[config.mk]
export PLATFORM = sky130hd
export DESIGN_NAME = supmon_top
export DESIGN_NICKNAME = d
export VERILOG_FILES = /design/src/rtl/supmon_pkg.sv /design/src/rtl/supmon_sync.sv /design/src/rtl/supmon_event.sv /design/src/rtl/supmon_bus.sv /design/src/rtl/supmon_top.sv
export SDC_FILE = /design/constraint.sdc
export NUM_CORES = 1
export LEC_CHECK = 0
export CAP_MARGIN = 30
export CORE_MARGIN = 2
export CORE_UTILIZATION = 30
export DETAILED_ROUTE_END_ITERATION = 8
export DONT_BUFFER_PORTS = 1
export PLACE_DENSITY_LB_ADDON = 0.3
export SYNTH_ARGS = -nofsm -noshare
export SYNTH_HDL_FRONTEND = slang
export SYNTH_SLANG_ARGS = --single-unit
[constraint.sdc]
create_clock -name clk -period 1.3 [get_ports clk]
set_input_delay 0 -clock clk [delete_from_list [all_inputs] [get_ports clk]]
set_output_delay 0 -clock clk [all_outputs]
set_load 0.005 [all_outputs]
[src/rtl/supmon_pkg.sv]
package supmon_pkg;
    localparam int DATA_W    = 16;
    localparam int OFS_STAT  = 0;
    localparam int OFS_EN    = 2;
    localparam logic [3:0] RST_CODE = 4'hA;

    typedef struct packed {
        logic [6:0] rsv_hi;
        logic       det;
        logic [6:0] rsv_lo;
        logic       flag;
    } stat_word_t;

    typedef enum logic [1:0] {
        SEL_NONE = 2'd0,
        SEL_STAT = 2'd1,
        SEL_EN   = 2'd2
    } reg_sel_t;

    function automatic stat_word_t pack_status(input logic det, input logic flag);
        stat_word_t w;
        w        = '0;
        w.det    = det;
        w.flag   = flag;
        return w;
    endfunction
endpackage

[src/rtl/supmon_sync.sv]
module supmon_sync #(
    parameter int W      = 1,
    parameter int STAGES = 2
) (
    input  logic         clk,
    input  logic         rst,
    input  logic [W-1:0] d,
    output logic [W-1:0] q
);
    logic [W-1:0] stg [STAGES];

    for (genvar i = 0; i < STAGES; i++) begin : g_stage
        if (i == 0) begin : g_first
            always_ff @(posedge clk) begin
                if (rst) stg[i] <= '0;
                else     stg[i] <= d;
            end
        end else begin : g_next
            always_ff @(posedge clk) begin
                if (rst) stg[i] <= '0;
                else     stg[i] <= stg[i-1];
            end
        end
    end

    assign q = stg[STAGES-1];
endmodule

[src/rtl/supmon_event.sv]
module supmon_event (
    input  logic clk,
    input  logic rst,
    input  logic valid_s,
    input  logic cmp_s,
    input  logic det_on,
    input  logic clr_wr,
    output logic flag,
    output logic reinit
);
    logic valid_d;
    logic set_evt;

    assign set_evt = valid_s && !valid_d && cmp_s && det_on;

    always_ff @(posedge clk) begin
        if (rst) begin
            valid_d <= 1'b0;
            flag    <= 1'b0;
            reinit  <= 1'b0;
        end else begin
            valid_d <= valid_s;
            reinit  <= clr_wr && det_on;
            if (set_evt)     flag <= 1'b1;
            else if (clr_wr) flag <= 1'b0;
        end
    end

    // a qualified set always leaves the flag high
    a_r4_set_takes: assert property (@(posedge clk) disable iff (rst)
        set_evt |=> flag);

    // an uncontested clear always leaves the flag low
    a_r6_clear_takes: assert property (@(posedge clk) disable iff (rst)
        (clr_wr && !set_evt) |=> !flag);
endmodule

[src/rtl/supmon_bus.sv]
module supmon_bus
    import supmon_pkg::*;
#(
    parameter int ADDR_W = 4
) (
    input  logic              clk,
    input  logic              rst,
    input  logic [ADDR_W-1:0] addr,
    input  logic              wr,
    input  logic              wbit0,
    input  logic              det_s,
    input  logic              flag,
    output logic              clr_wr,
    output logic              en,
    output logic [DATA_W-1:0] rdata
);
    reg_sel_t sel;

    always_comb begin
        if (addr == ADDR_W'(OFS_STAT))    sel = SEL_STAT;
        else if (addr == ADDR_W'(OFS_EN)) sel = SEL_EN;
        else                              sel = SEL_NONE;
    end

    assign clr_wr = wr && (sel == SEL_STAT) && wbit0;

    always_ff @(posedge clk) begin
        if (rst)                        en <= 1'b0;
        else if (wr && sel == SEL_EN)   en <= wbit0;
    end

    always_comb begin
        case (sel)
            SEL_STAT: rdata = pack_status(det_s, flag);
            SEL_EN:   rdata = {{(DATA_W-1){1'b0}}, en};
            default:  rdata = '0;
        endcase
    end

    // the enable bit only moves on a write to its own offset
    a_r9_en_hold: assert property (@(posedge clk) disable iff (rst)
        !(wr && addr == ADDR_W'(OFS_EN)) |=> $stable(en));
endmodule

[src/rtl/supmon_top.sv]
module supmon_top
    import supmon_pkg::*;
#(
    parameter int ADDR_W      = 4,
    parameter int SYNC_STAGES = 2
) (
    input  logic              clk,
    input  logic              rst,
    input  logic [ADDR_W-1:0] bus_addr,
    input  logic              bus_wr,
    input  logic [15:0]       bus_wdata,
    output logic [15:0]       bus_rdata,
    input  logic              cmp_low,
    input  logic              meas_valid,
    input  logic              det_on,
    input  logic [3:0]        act_sel,
    output logic              irq,
    output logic              rst_req,
    output logic              reinit_pulse
);
    logic [1:0] sync_q;
    logic       cmp_s;
    logic       valid_s;
    logic       flag;
    logic       en;
    logic       clr_wr;
    logic       rst_mode;
    logic       unused_wdata;

    assign unused_wdata = ^bus_wdata[15:1];

    supmon_sync #(.W(2), .STAGES(SYNC_STAGES)) sync_i (
        .clk (clk),
        .rst (rst),
        .d   ({meas_valid, cmp_low}),
        .q   (sync_q)
    );
    assign cmp_s   = sync_q[0];
    assign valid_s = sync_q[1];

    supmon_event event_i (
        .clk     (clk),
        .rst     (rst),
        .valid_s (valid_s),
        .cmp_s   (cmp_s),
        .det_on  (det_on),
        .clr_wr  (clr_wr),
        .flag    (flag),
        .reinit  (reinit_pulse)
    );

    supmon_bus #(.ADDR_W(ADDR_W)) bus_i (
        .clk    (clk),
        .rst    (rst),
        .addr   (bus_addr),
        .wr     (bus_wr),
        .wbit0  (bus_wdata[0]),
        .det_s  (cmp_s),
        .flag   (flag),
        .clr_wr (clr_wr),
        .en     (en),
        .rdata  (bus_rdata)
    );

    assign rst_mode = (act_sel == RST_CODE);
    assign irq      = flag && en && !rst_mode;
    assign rst_req  = rst_mode && cmp_s;

    // reset action keeps the interrupt request quiet
    a_r11_irq_quiet: assert property (@(posedge clk) disable iff (rst)
        (act_sel == RST_CODE) |-> !irq);

    // every restart pulse comes from a flag clear made while the detector was on
    a_r8_reinit_src: assert property (@(posedge clk) disable iff (rst)
        reinit_pulse |-> $past(bus_wr && bus_addr == ADDR_W'(OFS_STAT)
                               && bus_wdata[0] && det_on));
endmodule

==> summary.txt, run 1 <==
OUTCOME
----------------------------------------------------------------------------------------
Run status                                                                  finished, final reports clean

HOLD PATH
----------------------------------------------------------------------------------------
Number of cells on the worst hold path                                                 1
Start point of the worst hold path                                           bus_addr[1]
Destination of the worst hold path                                          bus_rdata[8]
Min-delay worst type                                                        primary input to output pin

POWER
----------------------------------------------------------------------------------------
Power per cell area                                                          975 mW/mm^2
Sequential fraction of design power                                                52.4%
Sw Ratio                                                                           20.8%
Sw power                                                                          101 uW
Cell internal power dissipation                                                   385 uW
Clock share of power                                                               37.4%
Worst ir drop on vdd                                                            0.618 mV
Standby leakage power                                                        0.000209 uW
Fraction of power consumed by combinational cells                                  10.2%

LOGIC SYNTHESIS
----------------------------------------------------------------------------------------
Distinct cell type count of the synthesized netlist                                   18
Post-synthesis area per instance                                               9.00 um^2
Synth Flop Type                                                                  dfxtp_1
Library cell with the largest summed area after synthesis                        dfxtp_1
Number of storage elements in the synthesis netlist                                    8
Cell types occupying the most area after synthesis                          dfxtp_1 39%, buf_4 25%, nor2b_1 7.6%, nand4bb_1 2.7%, or3_4 2.7%
Fraction of registers with async set/reset                                            0%
Area fraction of the dominant cell type after synthesis                            38.7%
Cell area after synthesis                                                       414 um^2
Synth Warn #                                                                           0
Most common cell in the netlist                                                    buf_4
Count of flip-flops with a built-in enable after synthesis                             0
Cells after synthesis                                                                 46
Commonest cells in the synthesized netlist                                  14 x buf_4, 8 x dfxtp_1, 5 x nor2b_1
Sequential fraction of the synthesis area                                          38.7%

LAYOUT
----------------------------------------------------------------------------------------
Final layout net count                                                                90
Final Cell Area                                                                 499 um^2
Final core occ                                                                     38.4%
Area delta synth->final                                                            20.5%
Number of diodes added for antenna fixing                                              0
Layout cell share with drive strength beyond 1                                     6.90%

WORST SETUP PATH
----------------------------------------------------------------------------------------
Critical Path Most Common Cell                                              dlygate4sd3_1
Startpoint Class                                                            primary input
Cells traversed along the worst timing path                                 dlygate4sd3_1 > a21oi_1 > dlygate4sd3_1
Cell count of the worst reg-to-reg path                                                3
Endpoint of the worst register-to-register path                             event_i.flag
Crit-path max cell delay                                                         0.70 ns
CP Data Arrival Time                                                             1.33 ns
Worst path top cell family by delay                                         buffers and inverters
Worst path bufs/invs                                                                   2
Worst-path maximum fanout                                                              8
Critical-path top delay cell                                                dlygate4sd3_1
Worst flop-to-flop path startpoint                                          event_i.valid_d
Endpoint type of the worst setup path                                          flip-flop
Worst R2R Setup Slack                                                            0.12 ns
Worst setup path category                                                   primary input to flip-flop
Worst path required time                                                         1.44 ns

GRT
----------------------------------------------------------------------------------------
Number of global-route vias before repair                                            234
Number of antenna violations at the first check in global routing                      0
GRT Residual Overflow                                                                  0
First-pass GRT wire length                                                        945 um
Maximum number of pins on one net before global-route repair                           9
Total Routing Usage GR                                                             9.59%

PLACE
----------------------------------------------------------------------------------------
Detail Placement HPWL                                                             491 um
Final weighted congestion in routability-driven placement                          0.599
Port bufs                                                                              0
Area of placed instances                                                        377 um^2

JOB
----------------------------------------------------------------------------------------
Number of max-capacitance violations reported                                          0

CTS
----------------------------------------------------------------------------------------
Number of buffers inserted to repair setup after CTS                                   0
Number of instances resized during post-cts repair                                     0
Clock tree from TritonCTS                                                           done
Number of buffers inserted by hold repair at cts                                      10
Number of clock buffers inserted by TritonCTS                                          3
Root Buffer Master                                                              clkbuf_4
Insertion delay of the later-clocked pin in the worst-skew pair                  0.25 ns
Clk pin slew, worst setup/hold paths                                             0.05 ns
Number of sinks driven by the clock tree                                               8
Maximum buffer depth of the clock tree                                                 2
CTS H-Tree Depth                                                                       1

STA
----------------------------------------------------------------------------------------
Final critical-path share of the clock period                                      91.9%
Count of final hold-check violations                                                   0
Fin crit period                                                                  1.19 ns
Largest clock skew in the final design                                        0.00377 ns
Maximum achievable frequency                                                     837 MHz
Number of setup violations in the final report                                         0
Setup repair after global routing missed its margin                                false
Slew Viols, Final                                                                      0
Sum of negative setup slack                                                         0 ns

ROUTE
----------------------------------------------------------------------------------------
Routed WL                                                                         722 um
Via density per instance                                                            4.15
Number of search-and-repair iterations in the first detailed-routing pass              3
Post-route antenna net violation count                                                 0
Routed length per instance                                                       9.89 um
Number of vias after detailed routing                                                303
Final routed DRC violation total                                                       0
Starting DRC count in detailed routing                                                 4

FLOORPLAN
----------------------------------------------------------------------------------------
Height of the die                                                                41.2 um
Area of the core region                                                     0.00130 mm^2
Number of placement rows                                                              13
Boundary Pins                                                                         49
Die Outline Area                                                            0.00169 mm^2
Die boundary width                                                               41.2 um
Initial Util                                                                       31.8%

==> how the worst max path moves through the flow <==
stage                     from           end  slack, ns  cells past startpoint
4_1_cts                    rst  event_i.flag       0.12                      3
3_5_place_dp       bus_addr[0]      bus_i.en       0.34                      3
2_1_floorplan      bus_addr[0]      bus_i.en       0.40                      3
6_report                   rst  event_i.flag       0.11                      3
5_1_grt        event_i.valid_d  event_i.flag       0.07                      3
3_3_place_gp       bus_addr[0]      bus_i.en       0.35                      3
==> registers in the layout (all words and copies together) (netlist names) <==
signal / count
bus_i.en: 1
event_i.flag: 1
event_i.reinit: 1
event_i.valid_d: 1
sync_i.stg: 4
==> kinds of logic (layout without fill, tap and decap cells) <==
logic type | after synthesis | after routing | synth area share, %
muxes | 1 | 1 | 2.42
DFF | 8 | 8 | 38.7
AOI/OAI and AO/OA | 4 | 4 | 4.83
other | 1 | 14 | 0.905
and+or+nand+nor | 16 | 16 | 26.0
buffers and inverters | 16 | 15 | 27.2
==> cell type report <==
cell class	instances	area, um^2
clock buffers	3	22.5
flip-flops and latches	8	160
fillers	143	802
inverters	2	7.51
multi-input cells	35	190
well taps	15	18.8
repair buffers	10	100
==> power groups by stage <==
stage | Combinational, uW | Clock [uW] | Sequential [uW]
floorplan | 53.8 | 0 | 259
global placement | 24.9 | 0 | 260
detailed placement | 25.1 | 0 | 260
CTS | 48.6 | 193 | 255
global route | 57.6 | 211 | 256
finish | 49.4 | 182 | 255
==> per-stage QoR <==
stage | worst slack, ns | instances | hold slack [ns] | total power (uW)
2_1_floorplan | 0.395 | 59 | 0.0342 | 313
3_3_place_gp | 0.349 | 60 | 0.0379 | 285
3_5_place_dp | 0.343 | 60 | 0.0378 | 285
4_1_cts | 0.123 | 73 | 0.0378 | 496
5_1_grt | 0.0680 | 73 | 0.0422 | 524
6_report | 0.106 | 73 | 0.0377 | 487
==> routing by layer <==
metal	GRT usage [%]	up-vias	routed length [um]
met1	8.74	130	299
met3	7.07	0	104
met4	4.84	0	0
li1	-	149	-
met2	15.6	24	317
met5	0	-	0
==> placed cells by master (no fill, tap or decap), drive strengths merged, types with 2 or more instances in the layout <==
cell type and n:
inv 2, dfxtp 8, nor2 2, clkbuf 3
conb 14, dlygate4sd3 10, nor2b 5, a21oi 2
or3 2, o21ai 2
Note: power is estimated with default switching activity, not from simulation.
==> run 2: changes to the inputs <==
--- a/config.mk
+++ b/config.mk
@@ -11,6 +11,7 @@
 export DETAILED_ROUTE_END_ITERATION = 8
 export DONT_BUFFER_PORTS = 1
 export PLACE_DENSITY_LB_ADDON = 0.3
+export RECOVER_POWER = 100
 export SYNTH_ARGS = -nofsm -noshare
 export SYNTH_HDL_FRONTEND = slang
 export SYNTH_SLANG_ARGS = --single-unit
==> summary.txt, run 2 (synthesized netlist as in run 1, its figures left out) <==
STA
----------------------------------------------------------------------------------------
Slew Viols, Final                                                                      0   unchanged
Setup repair after global routing missed its margin                                false
Number of setup violations in the final report                                         0   unchanged
Largest clock skew in the final design                                        0.00377 ns   unchanged
Count of final hold-check violations                                                   0   unchanged
Final critical-path share of the clock period                                      91.9%   unchanged
Worst Slack Setup Final                                                         0.106 ns   unchanged
Sum of negative setup slack                                                         0 ns   unchanged
Fin crit period                                                                  1.19 ns   unchanged
Maximum achievable frequency                                                     837 MHz   unchanged

LAYOUT
----------------------------------------------------------------------------------------
Number of diodes added for antenna fixing                                              0   unchanged
Layout cell share with drive strength beyond 1                                     5.17%   -1.7 points
Register area                                                                   160 um^2   unchanged
Total of fill cells in the finished design                                           144   +0.70%
Footprint of the multi-input gates                                              185 um^2   -2.6%
Most frequent cells in the layout                                           14 x conb_1, 10 x dlygate4sd3_1, 8 x dfxtp_1
Final cell count without fillers                                                      73   unchanged
Most frequent standard cell in the layout excluding fill and tap cells            conb_1
Flip-flop count of the largest register after layout                                   4   unchanged
Register with the most flip-flops                                             sync_i.stg
Final layout net count                                                                90   unchanged
Area delta synth->final                                                            19.3%
Final Cell Area                                                                 494 um^2   -1.0%

WORST SETUP PATH
----------------------------------------------------------------------------------------
Startpoint Class                                                            primary input
Worst setup path category                                                   primary input to flip-flop
Endpoint type of the worst setup path                                          flip-flop
Worst-path maximum fanout                                                              8   unchanged
Worst path required time                                                         1.44 ns   about the same
CP Data Arrival Time                                                             1.33 ns   about the same

HOLD PATH
----------------------------------------------------------------------------------------
Min-delay worst type                                                        primary input to output pin

PLACE
----------------------------------------------------------------------------------------
Post-Place Setup Slack                                                          0.343 ns   unchanged
Final weighted congestion in routability-driven placement                          0.599   unchanged
Port bufs                                                                              0   unchanged
Placed Cells                                                                          60   unchanged
Detail Placement HPWL                                                             491 um   unchanged
Area of placed instances                                                        377 um^2   unchanged

FLOORPLAN
----------------------------------------------------------------------------------------
Die boundary width                                                               41.2 um   unchanged
Number of placement rows                                                              13   unchanged
Initial Util                                                                       31.8%   unchanged
Die Outline Area                                                            0.00169 mm^2   unchanged
Area of the core region                                                     0.00130 mm^2   unchanged
Height of the die                                                                41.2 um   unchanged
Boundary Pins                                                                         49   unchanged

GRT
----------------------------------------------------------------------------------------
Number of global-route vias before repair                                            234   unchanged
Maximum number of pins on one net before global-route repair                           9   unchanged
Number of antenna violations at the first check in global routing                      0   unchanged
First-pass GRT wire length                                                        945 um   unchanged
Total Routing Usage GR                                                             9.59%   unchanged
GRT Residual Overflow                                                                  0   unchanged

ROUTE
----------------------------------------------------------------------------------------
Post-route antenna net violation count                                                 0   unchanged
Routed length per instance                                                       9.89 um   unchanged
Number of search-and-repair iterations in the first detailed-routing pass              3   unchanged
Final routed DRC violation total                                                       0   unchanged
Routed WL                                                                         722 um   unchanged
Starting DRC count in detailed routing                                                 4   unchanged
Number of vias after detailed routing                                                303   unchanged
Via density per instance                                                            4.15   unchanged

CTS
----------------------------------------------------------------------------------------
Clk pin slew, worst setup/hold paths                                             0.05 ns   about the same
Number of buffers inserted by hold repair at cts                                      10   unchanged
Maximum buffer depth of the clock tree                                                 2   unchanged
Number of buffers inserted to repair setup after CTS                                   0   unchanged
CTS H-Tree Depth                                                                       1   unchanged
Number of sinks driven by the clock tree                                               8   unchanged
Number of clock buffers inserted by TritonCTS                                          3   unchanged
Root Buffer Master                                                              clkbuf_4
Number of instances resized during post-cts repair                                     0   unchanged
Clock tree from TritonCTS                                                           done
Insertion delay of the later-clocked pin in the worst-skew pair                  0.25 ns   about the same

OUTCOME
----------------------------------------------------------------------------------------
Run status                                                                  finished, final reports clean

POWER
----------------------------------------------------------------------------------------
Power per cell area                                                          983 mW/mm^2   +0.80%
Standby leakage power                                                        0.000208 uW   -0.68%
Total power of the final layout                                                   486 uW   -0.21%
Worst ir drop on vdd                                                            0.618 mV   about the same

JOB
----------------------------------------------------------------------------------------
Number of max-capacitance violations reported                                          0   unchanged

run 2: changes by cell type in the layout (fill, tap and decap cells not counted):
cell / delta
or3_4: -1
or3_1: +1
run 2: critical path, cell delays in order:
cell           delay, ns
dlygate4sd3_1       0.70
a21oi_1             0.07
dlygate4sd3_1       0.56
run 2: cell type report:
| class | instances | area share, % |
|---|---|---|
| sequential | 8 | 32.4 |
| multi-input combinational | 35 | 37.5 |
| inverter | 2 | 1.52 |
| timing repair buffer | 10 | 20.3 |
| clock buffer | 3 | 4.56 |
| tap | 15 | 3.80 |
run 2: power by group:
group	internal, uW	total, uW	switching, uW
Sequential	253	255	2.28
Clock	105	182	76.9
Combinational	26.2	48.4	22.2
run 2: path summary, 6_finish.rpt:
check	cells past startpoint	from	slack, ns	end
worst max-delay path	3	rst	0.11	event_i.flag
worst min-delay path	1	bus_addr[1]	0.04	bus_rdata[8]
worst max register to register	3	event_i.valid_d	0.12	event_i.flag
worst min register to register	1	sync_i.stg[0][1]	0.43	sync_i.stg[1][1]
run 2: routing by layer:
layer	GRT usage, %	vias up	wire length, um
met3	7.07	0	104
li1	-	149	-
met1	8.74	130	300
met4	4.84	0	0
met2	15.6	24	317
met5	0	-	0
run 2: metrics by stage:
stage	hold WS [ns]	util (%)
3_5_place_dp	0.0378	28.9
3_3_place_gp	0.0379	28.9
5_1_grt	0.0422	38.0
6_report	0.0377	38.0
2_1_floorplan	0.0342	-
4_1_cts	0.0378	38.4
